`src/rtl/bnb_pkg.sv`:
```
package bnb_pkg;

    typedef enum logic [2:0] {
        ST_IDLE      = 3'd0,
        ST_FAST_DONE = 3'd1,
        ST_HI_SETUP  = 3'd2,
        ST_HI_STROBE = 3'd3,
        ST_LO_SETUP  = 3'd4,
        ST_LO_STROBE = 3'd5,
        ST_CONV_DONE = 3'd6
    } bstate_t;

    localparam int LANES = 2;

endpackage

```
`src/rtl/bnb_region_decode.sv`:
```
module bnb_region_decode #(
    parameter int          AW    = 8,
    parameter logic [AW-1:0] BASE  = '0,
    parameter logic [AW-1:0] LIMIT = '1
) (
    input  logic [AW-1:0] addr,
    output logic          hit
);
    always_comb begin
        hit = (addr >= BASE) && (addr <= LIMIT);
    end
endmodule

```
`src/rtl/bnb_seq_fsm.sv`:
```
module bnb_seq_fsm
    import bnb_pkg::*;
(
    input  logic clk,
    input  logic rst_n,
    input  logic req,
    input  logic hit,
    output logic accept,
    output logic fast_go,
    output logic ready,
    output logic done,
    output logic from_narrow,
    output logic sel,
    output logic strobe,
    output logic lo_phase,
    output logic cap_hi,
    output logic cap_lo
);
    bstate_t state, state_nx;

    always_comb begin
        state_nx = state;
        unique case (state)
            ST_IDLE:      if (req) state_nx = hit ? ST_HI_SETUP : ST_FAST_DONE;
            ST_FAST_DONE: state_nx = ST_IDLE;
            ST_HI_SETUP:  state_nx = ST_HI_STROBE;
            ST_HI_STROBE: state_nx = ST_LO_SETUP;
            ST_LO_SETUP:  state_nx = ST_LO_STROBE;
            ST_LO_STROBE: state_nx = ST_CONV_DONE;
            ST_CONV_DONE: state_nx = ST_IDLE;
            default:      state_nx = ST_IDLE;
        endcase
    end

    always_ff @(posedge clk or negedge rst_n) begin
        if (!rst_n) state <= ST_IDLE;
        else        state <= state_nx;
    end

    always_comb begin
        accept      = 1'b0;
        fast_go     = 1'b0;
        ready       = 1'b0;
        done        = 1'b0;
        from_narrow = 1'b0;
        sel         = 1'b0;
        strobe      = 1'b0;
        lo_phase    = 1'b0;
        cap_hi      = 1'b0;
        cap_lo      = 1'b0;
        unique case (state)
            ST_IDLE: begin
                ready   = 1'b1;
                accept  = req;
                fast_go = req && !hit;
            end
            ST_FAST_DONE: begin
                ready = 1'b1;
                done  = 1'b1;
            end
            ST_HI_SETUP: begin
                sel = 1'b1;
            end
            ST_HI_STROBE: begin
                sel    = 1'b1;
                strobe = 1'b1;
                cap_hi = 1'b1;
            end
            ST_LO_SETUP: begin
                sel      = 1'b1;
                lo_phase = 1'b1;
            end
            ST_LO_STROBE: begin
                sel      = 1'b1;
                strobe   = 1'b1;
                lo_phase = 1'b1;
                cap_lo   = 1'b1;
            end
            ST_CONV_DONE: begin
                ready       = 1'b1;
                done        = 1'b1;
                from_narrow = 1'b1;
            end
            default: ;
        endcase
    end
endmodule

```
`src/rtl/bnb_data_steer.sv`:
```
module bnb_data_steer
    import bnb_pkg::*;
#(
    parameter int AW = 8,
    parameter int DW = 16
) (
    input  logic          clk,
    input  logic          rst_n,
    input  logic          load,
    input  logic          we_in,
    input  logic [AW-1:0] addr_in,
    input  logic [DW-1:0] wdata_in,
    input  logic          sel,
    input  logic          lo_phase,
    input  logic          cap_hi,
    input  logic          cap_lo,
    input  logic [DW/LANES-1:0] nb_rdata,
    output logic [AW:0]   nb_addr,
    output logic [DW/LANES-1:0] nb_wdata,
    output logic          nb_we,
    output logic [DW-1:0] word_rdata
);
    localparam int NW = DW / LANES;

    logic [AW-1:0] addr_q;
    logic [DW-1:0] wdata_q;
    logic          we_q;
    logic [LANES-1:0] cap;
    logic [NW-1:0] hold  [LANES];
    logic [NW-1:0] wlane [LANES];

    assign cap = {cap_lo, cap_hi};

    always_ff @(posedge clk or negedge rst_n) begin
        if (!rst_n) begin
            addr_q  <= '0;
            wdata_q <= '0;
            we_q    <= 1'b0;
        end else if (load) begin
            addr_q  <= addr_in;
            wdata_q <= wdata_in;
            we_q    <= we_in;
        end
    end

    // lane 0 is the high-order (even) byte
    for (genvar i = 0; i < LANES; i++) begin : g_lane
        always_ff @(posedge clk or negedge rst_n) begin
            if (!rst_n)      hold[i] <= '0;
            else if (cap[i]) hold[i] <= nb_rdata;
        end
        assign wlane[i] = wdata_q[DW-1-i*NW -: NW];
        assign word_rdata[DW-1-i*NW -: NW] = hold[i];
    end

    always_comb begin
        nb_addr  = {addr_q, lo_phase};
        nb_wdata = wlane[lo_phase];
        nb_we    = sel && we_q;
    end
endmodule

```
`src/rtl/bus_narrow_bridge.sv`:
```
module bus_narrow_bridge
    import bnb_pkg::*;
#(
    parameter int            AW         = 8,
    parameter int            DW         = 16,
    parameter logic [AW-1:0] SLOW_BASE  = 8'hC0,
    parameter logic [AW-1:0] SLOW_LIMIT = 8'hDF
) (
    input  logic          clk,
    input  logic          rst_n,
    input  logic          cpu_req,
    input  logic          cpu_we,
    input  logic [AW-1:0] cpu_addr,
    input  logic [DW-1:0] cpu_wdata,
    output logic [DW-1:0] cpu_rdata,
    output logic          cpu_ready,
    output logic          cpu_done,
    output logic          fast_req,
    output logic          fast_we,
    output logic [AW-1:0] fast_addr,
    output logic [DW-1:0] fast_wdata,
    input  logic [DW-1:0] fast_rdata,
    output logic          nb_sel,
    output logic          nb_strobe,
    output logic          nb_we,
    output logic [AW:0]   nb_addr,
    output logic [DW/LANES-1:0] nb_wdata,
    input  logic [DW/LANES-1:0] nb_rdata
);
    logic hit, accept, fast_go, from_narrow, lo_phase, cap_hi, cap_lo;
    logic [DW-1:0] word_rdata;

    bnb_region_decode #(.AW(AW), .BASE(SLOW_BASE), .LIMIT(SLOW_LIMIT)) u_dec (
        .addr (cpu_addr),
        .hit  (hit)
    );

    bnb_seq_fsm u_fsm (
        .clk         (clk),
        .rst_n       (rst_n),
        .req         (cpu_req),
        .hit         (hit),
        .accept      (accept),
        .fast_go     (fast_go),
        .ready       (cpu_ready),
        .done        (cpu_done),
        .from_narrow (from_narrow),
        .sel         (nb_sel),
        .strobe      (nb_strobe),
        .lo_phase    (lo_phase),
        .cap_hi      (cap_hi),
        .cap_lo      (cap_lo)
    );

    bnb_data_steer #(.AW(AW), .DW(DW)) u_steer (
        .clk        (clk),
        .rst_n      (rst_n),
        .load       (accept && hit),
        .we_in      (cpu_we),
        .addr_in    (cpu_addr),
        .wdata_in   (cpu_wdata),
        .sel        (nb_sel),
        .lo_phase   (lo_phase),
        .cap_hi     (cap_hi),
        .cap_lo     (cap_lo),
        .nb_rdata   (nb_rdata),
        .nb_addr    (nb_addr),
        .nb_wdata   (nb_wdata),
        .nb_we      (nb_we),
        .word_rdata (word_rdata)
    );

    always_comb begin
        fast_req   = fast_go;
        fast_we    = fast_go && cpu_we;
        fast_addr  = cpu_addr;
        fast_wdata = cpu_wdata;
        cpu_rdata  = from_narrow ? word_rdata : fast_rdata;
    end
endmodule

```
`config.mk`:
```
export PLATFORM = sky130hd
export DESIGN_NAME = bus_narrow_bridge
export DESIGN_NICKNAME = d
export VERILOG_FILES = /design/src/rtl/bnb_pkg.sv /design/src/rtl/bnb_region_decode.sv /design/src/rtl/bnb_seq_fsm.sv /design/src/rtl/bnb_data_steer.sv /design/src/rtl/bus_narrow_bridge.sv
export SDC_FILE = /design/constraint.sdc
export NUM_CORES = 1
export LEC_CHECK = 0
export CAP_MARGIN = 20
export CORE_MARGIN = 4
export CORE_UTILIZATION = 29
export CTS_CLUSTER_DIAMETER = 200
export DETAILED_ROUTE_END_ITERATION = 10
export SYNTH_ARGS = -nofsm -noshare
export SYNTH_HDL_FRONTEND = slang
export SYNTH_HIERARCHICAL = 1
export SYNTH_SLANG_ARGS = --single-unit
```
`constraint.sdc`:
```
create_clock -name clk -period 5.9 [get_ports clk]
set_input_delay 1.18 -clock clk [delete_from_list [all_inputs] [get_ports clk]]
set_output_delay 1.18 -clock clk [all_outputs]
set_load 0.02 [all_outputs]
```
==> metrics.log <==
INFO  metric result_of_the_run = completed
INFO  metric synth_top_cells_by_count = 44 x sky130_fd_sc_hd__dfrtp_1, 35 x sky130_fd_sc_hd__mux2_2, 30 x sky130_fd_sc_hd__mux2_4
INFO  metric cts-root-to-sink-buffers = 2
INFO  metric worstSetupPathType = input port to primary output
INFO  metric tns = 0 ps
INFO  metric worst_slew_pin_slew = between 700 and 800 ps
INFO  metric synth.most_common_cell = sky130_fd_sc_hd__dfrtp_1
INFO  metric total_leakage_power = ~1.5 nW
INFO  metric utilization = a little over two fifths
INFO  metric grt_remaining_overflow = 0
INFO  metric post_synthesis_instance_area = roughly 2400 µm²
INFO  metric crit_arrival = approximately 3000 ps
INFO  metric first_global_vias = around 1700
INFO  metric drc = 0
INFO  metric pin_count = 116
INFO  metric route.vias.total = around 1600
INFO  metric hold_viol = 0
INFO  metric dieWidth = 99.7 µm
INFO  metric ys_seq_area_share = roughly 45%
INFO  metric final.hold.worst_slack = roughly 510 ps
INFO  metric report.power.total = roughly 0.0013 W
INFO  metric drt_iter0_drc = 11
INFO  metric relSlewSlack = between 40% and 50%
INFO  metric grt.total_usage = 10.2%
INFO  metric vdd_drop_max = ~0.00019 V
INFO  metric cts_hold_buf = 0
INFO  metric tritoncts.num_buffers = 5
INFO  metric worst_skew_pair.late_latency = approximately 280 ps
INFO  metric critical_path_buf_inv_count = 2
INFO  metric tritoncts = yes
INFO  metric synth_cells = around 170
INFO  metric fin_crit_sh = about 70%
INFO  metric viasPerCell = approximately 4.3
INFO  metric area_delta_synth_final = 44.8%
INFO  metric asyncSetResetFlopFracSynth = 100%
INFO  metric count_of_inserted_antenna_diode_cells = 0
INFO  metric post_synth_num_cell_types = 25
INFO  metric grt_antenna_before_repair = 0
INFO  metric grt_first_pass_wirelength = roughly 8.2 mm
INFO  metric cpPeakStageDelay = about 600 ps
INFO  metric post_synthesis_area_per_instance = between 10 and 15 µm²
INFO  metric hold_class = flop to flop
INFO  metric synth-seq-cells = 44
INFO  metric route.detailed.wl_per_inst = between 10 and 15 µm
INFO  metric fmaxAchievable = 240 MHz
INFO  metric timing.critical_path.required = roughly 4700 ps
INFO  metric cts_root_buffer = sky130_fd_sc_hd__clkbuf_8
INFO  metric routabilityCongestion = 0.702
INFO  metric sum_of_routed_wire_length_over_all_layers = ~5.1 mm
INFO  metric report.final.slew_viol_count = 0
INFO  metric timing.critical_path.fanout_max = 3
INFO  metric placement.io_buffers = between 100 and 150
INFO  metric numClockSinks = 44
INFO  metric cp_slowest_cell = sky130_fd_sc_hd__clkdlybuf4s50_1
INFO  metric floorplan.core_area = slightly above 8000 µm²
INFO  metric synthDominantAreaCellType = sky130_fd_sc_hd__dfrtp_1
INFO  metric power_density = roughly 370 nW/µm²
INFO  metric path_cells = clkdlybuf4s50_1 > or4b_4 > nor2_1 > and2_1 > clkdlybuf4s50_1
INFO  metric final_net_count = a little over 300
INFO  metric synthFlopType = sky130_fd_sc_hd__dfrtp_1
INFO  metric synth_top_area_share = between 40% and 50%
INFO  metric ys_top_cells_by_area = sky130_fd_sc_hd__dfrtp_1 45%, sky130_fd_sc_hd__mux2_4 18%, sky130_fd_sc_hd__mux2_2 16%
INFO  metric detailedPlacementHpwl = about 3.8 mm
INFO  metric h_tree_level_count = 2
INFO  metric count_of_flip_flops_with_a_built_in_enable_after_synthesis = 0
INFO  metric crit_path_end_kind = primary output
INFO  metric crit_path_start_kind = input port
INFO  metric synth.yosys.warnings = 6
INFO  metric fillCellCount = roughly 790
INFO  metric clk_transition_reported_paths = around 80 ps
INFO  metric report.final.setup_viol = 0
INFO  metric die_y = between 90 and 100 µm
INFO  metric cts.repair_timing.setup_buffer_count = 0
INFO  metric finalClockSkew = about 3.7 ps
INFO  metric maxCapViolCount = 0
INFO  metric postCtsResizedCells = 0
INFO  metric critical-path-top-delay-family = buffers and inverters
INFO  metric drt-pass1-iter-count = 3
INFO  metric min_period = ~4200 ps
INFO  metric die_area = 9930 µm²
INFO  metric rsz0062_at_grt = no
INFO  metric grt_max_degree = between 40 and 50
INFO  metric num_rows = 33
INFO  metric route.antenna.remaining_nets = 0
INFO  metric postSynthNetCount = approximately 220
INFO  metric crit_top_cell = sky130_fd_sc_hd__clkdlybuf4s50_1
INFO  metric fraction_of_final_layout_cells_sized_beyond_drive_strength_1 = 31.4%
INFO  metric initial_core_utilization = between 20% and 30%
sequential cells by signal (all words and copies together) (netlist names):
signal              cells
u_fsm/state             3
u_steer/addr_q          8
u_steer/wdata_q        16
u_steer/we_q            1
u_steer/word_rdata     16
where the power goes:
| part | total (W) | switching [W] | internal [W] |
|---|---|---|---|
| logic | 0.000576 | 0.000222 | 0.000355 |
| clock network | 0.000215 | 0.0000930 | 0.000122 |
| registers | 0.000510 | 0.0000763 | 0.000433 |
worst paths after layout:
kind                                       end  cells past startpoint            from  slack (ps)
max                                    fast_we                      5         cpu_req        1740
min                               u_steer/we_q                      1    u_steer/we_q         510
max reg2reg                u_steer/wdata_q[15]                      4  u_fsm/state[0]        3580
max in group asynchronous   u_steer/wdata_q[1]                      2           rst_n        4610
min reg2reg                       u_steer/we_q                      1    u_steer/we_q         510
min in group asynchronous       u_fsm/state[2]                      1           rst_n         810
metrics by stage:
stage                     instance area, µm²  setup WS, ps  std cells
after floorplan                         2440          2460        169
after detailed placement                3410          1720        353
final                                   3530          1740        360
after global placement                  3410          1720        353
after CTS                               3510          1720        359
after global routing                    3530          1620        360
cells in the final DEF, fill, tap and decap left out, drive strengths merged:
cell and n:
buf 2, clkdlybuf4s50 114, dfrtp 44, or2 1
o31a 1, clkinv 1, and2 4, xor2 1
nor4b 1, inv 1, clkbuf 5, mux2 65
a21o 1, ha 1, bufinv 1, a211o 2
and3 1, and3b 3, or4b 1, nor2 3
nor4bb 1, o2bb2ai 1
layer usage:
metal	routed length, µm	global-route usage, %
met3	359	3.09
met5	0	0
met2	2290	15.6
met1	2410	14.4
met4	20	2.21
area by class of cell:
class | instances | area, µm² | area share, %
tap | 105 | 131 | 3.72
clock inverter | 1 | 30.0 | 0.851
timing repair buffer | 116 | 1170 | 33.1
clock buffer | 5 | 68.8 | 1.95
sequential | 44 | 1100 | 31.2
inverter | 2 | 8.76 | 0.248
multi-input combinational | 87 | 1020 | 28.9
logic make-up after synthesis:
group / count (synthesis) / share of synthesized area, %
and+or+nand+nor: 15 / 4.52
xor gates and xnor gates: 1 / 0.360
DFF: 44 / 45.2
buffers and inverters: 38 / 12.9
AOI/OAI and AO/OA: 5 / 1.80
adders and majority gates: 1 / 0.514
muxes: 65 / 34.7
No activity file was read; power rests on OpenSTA's default activity.
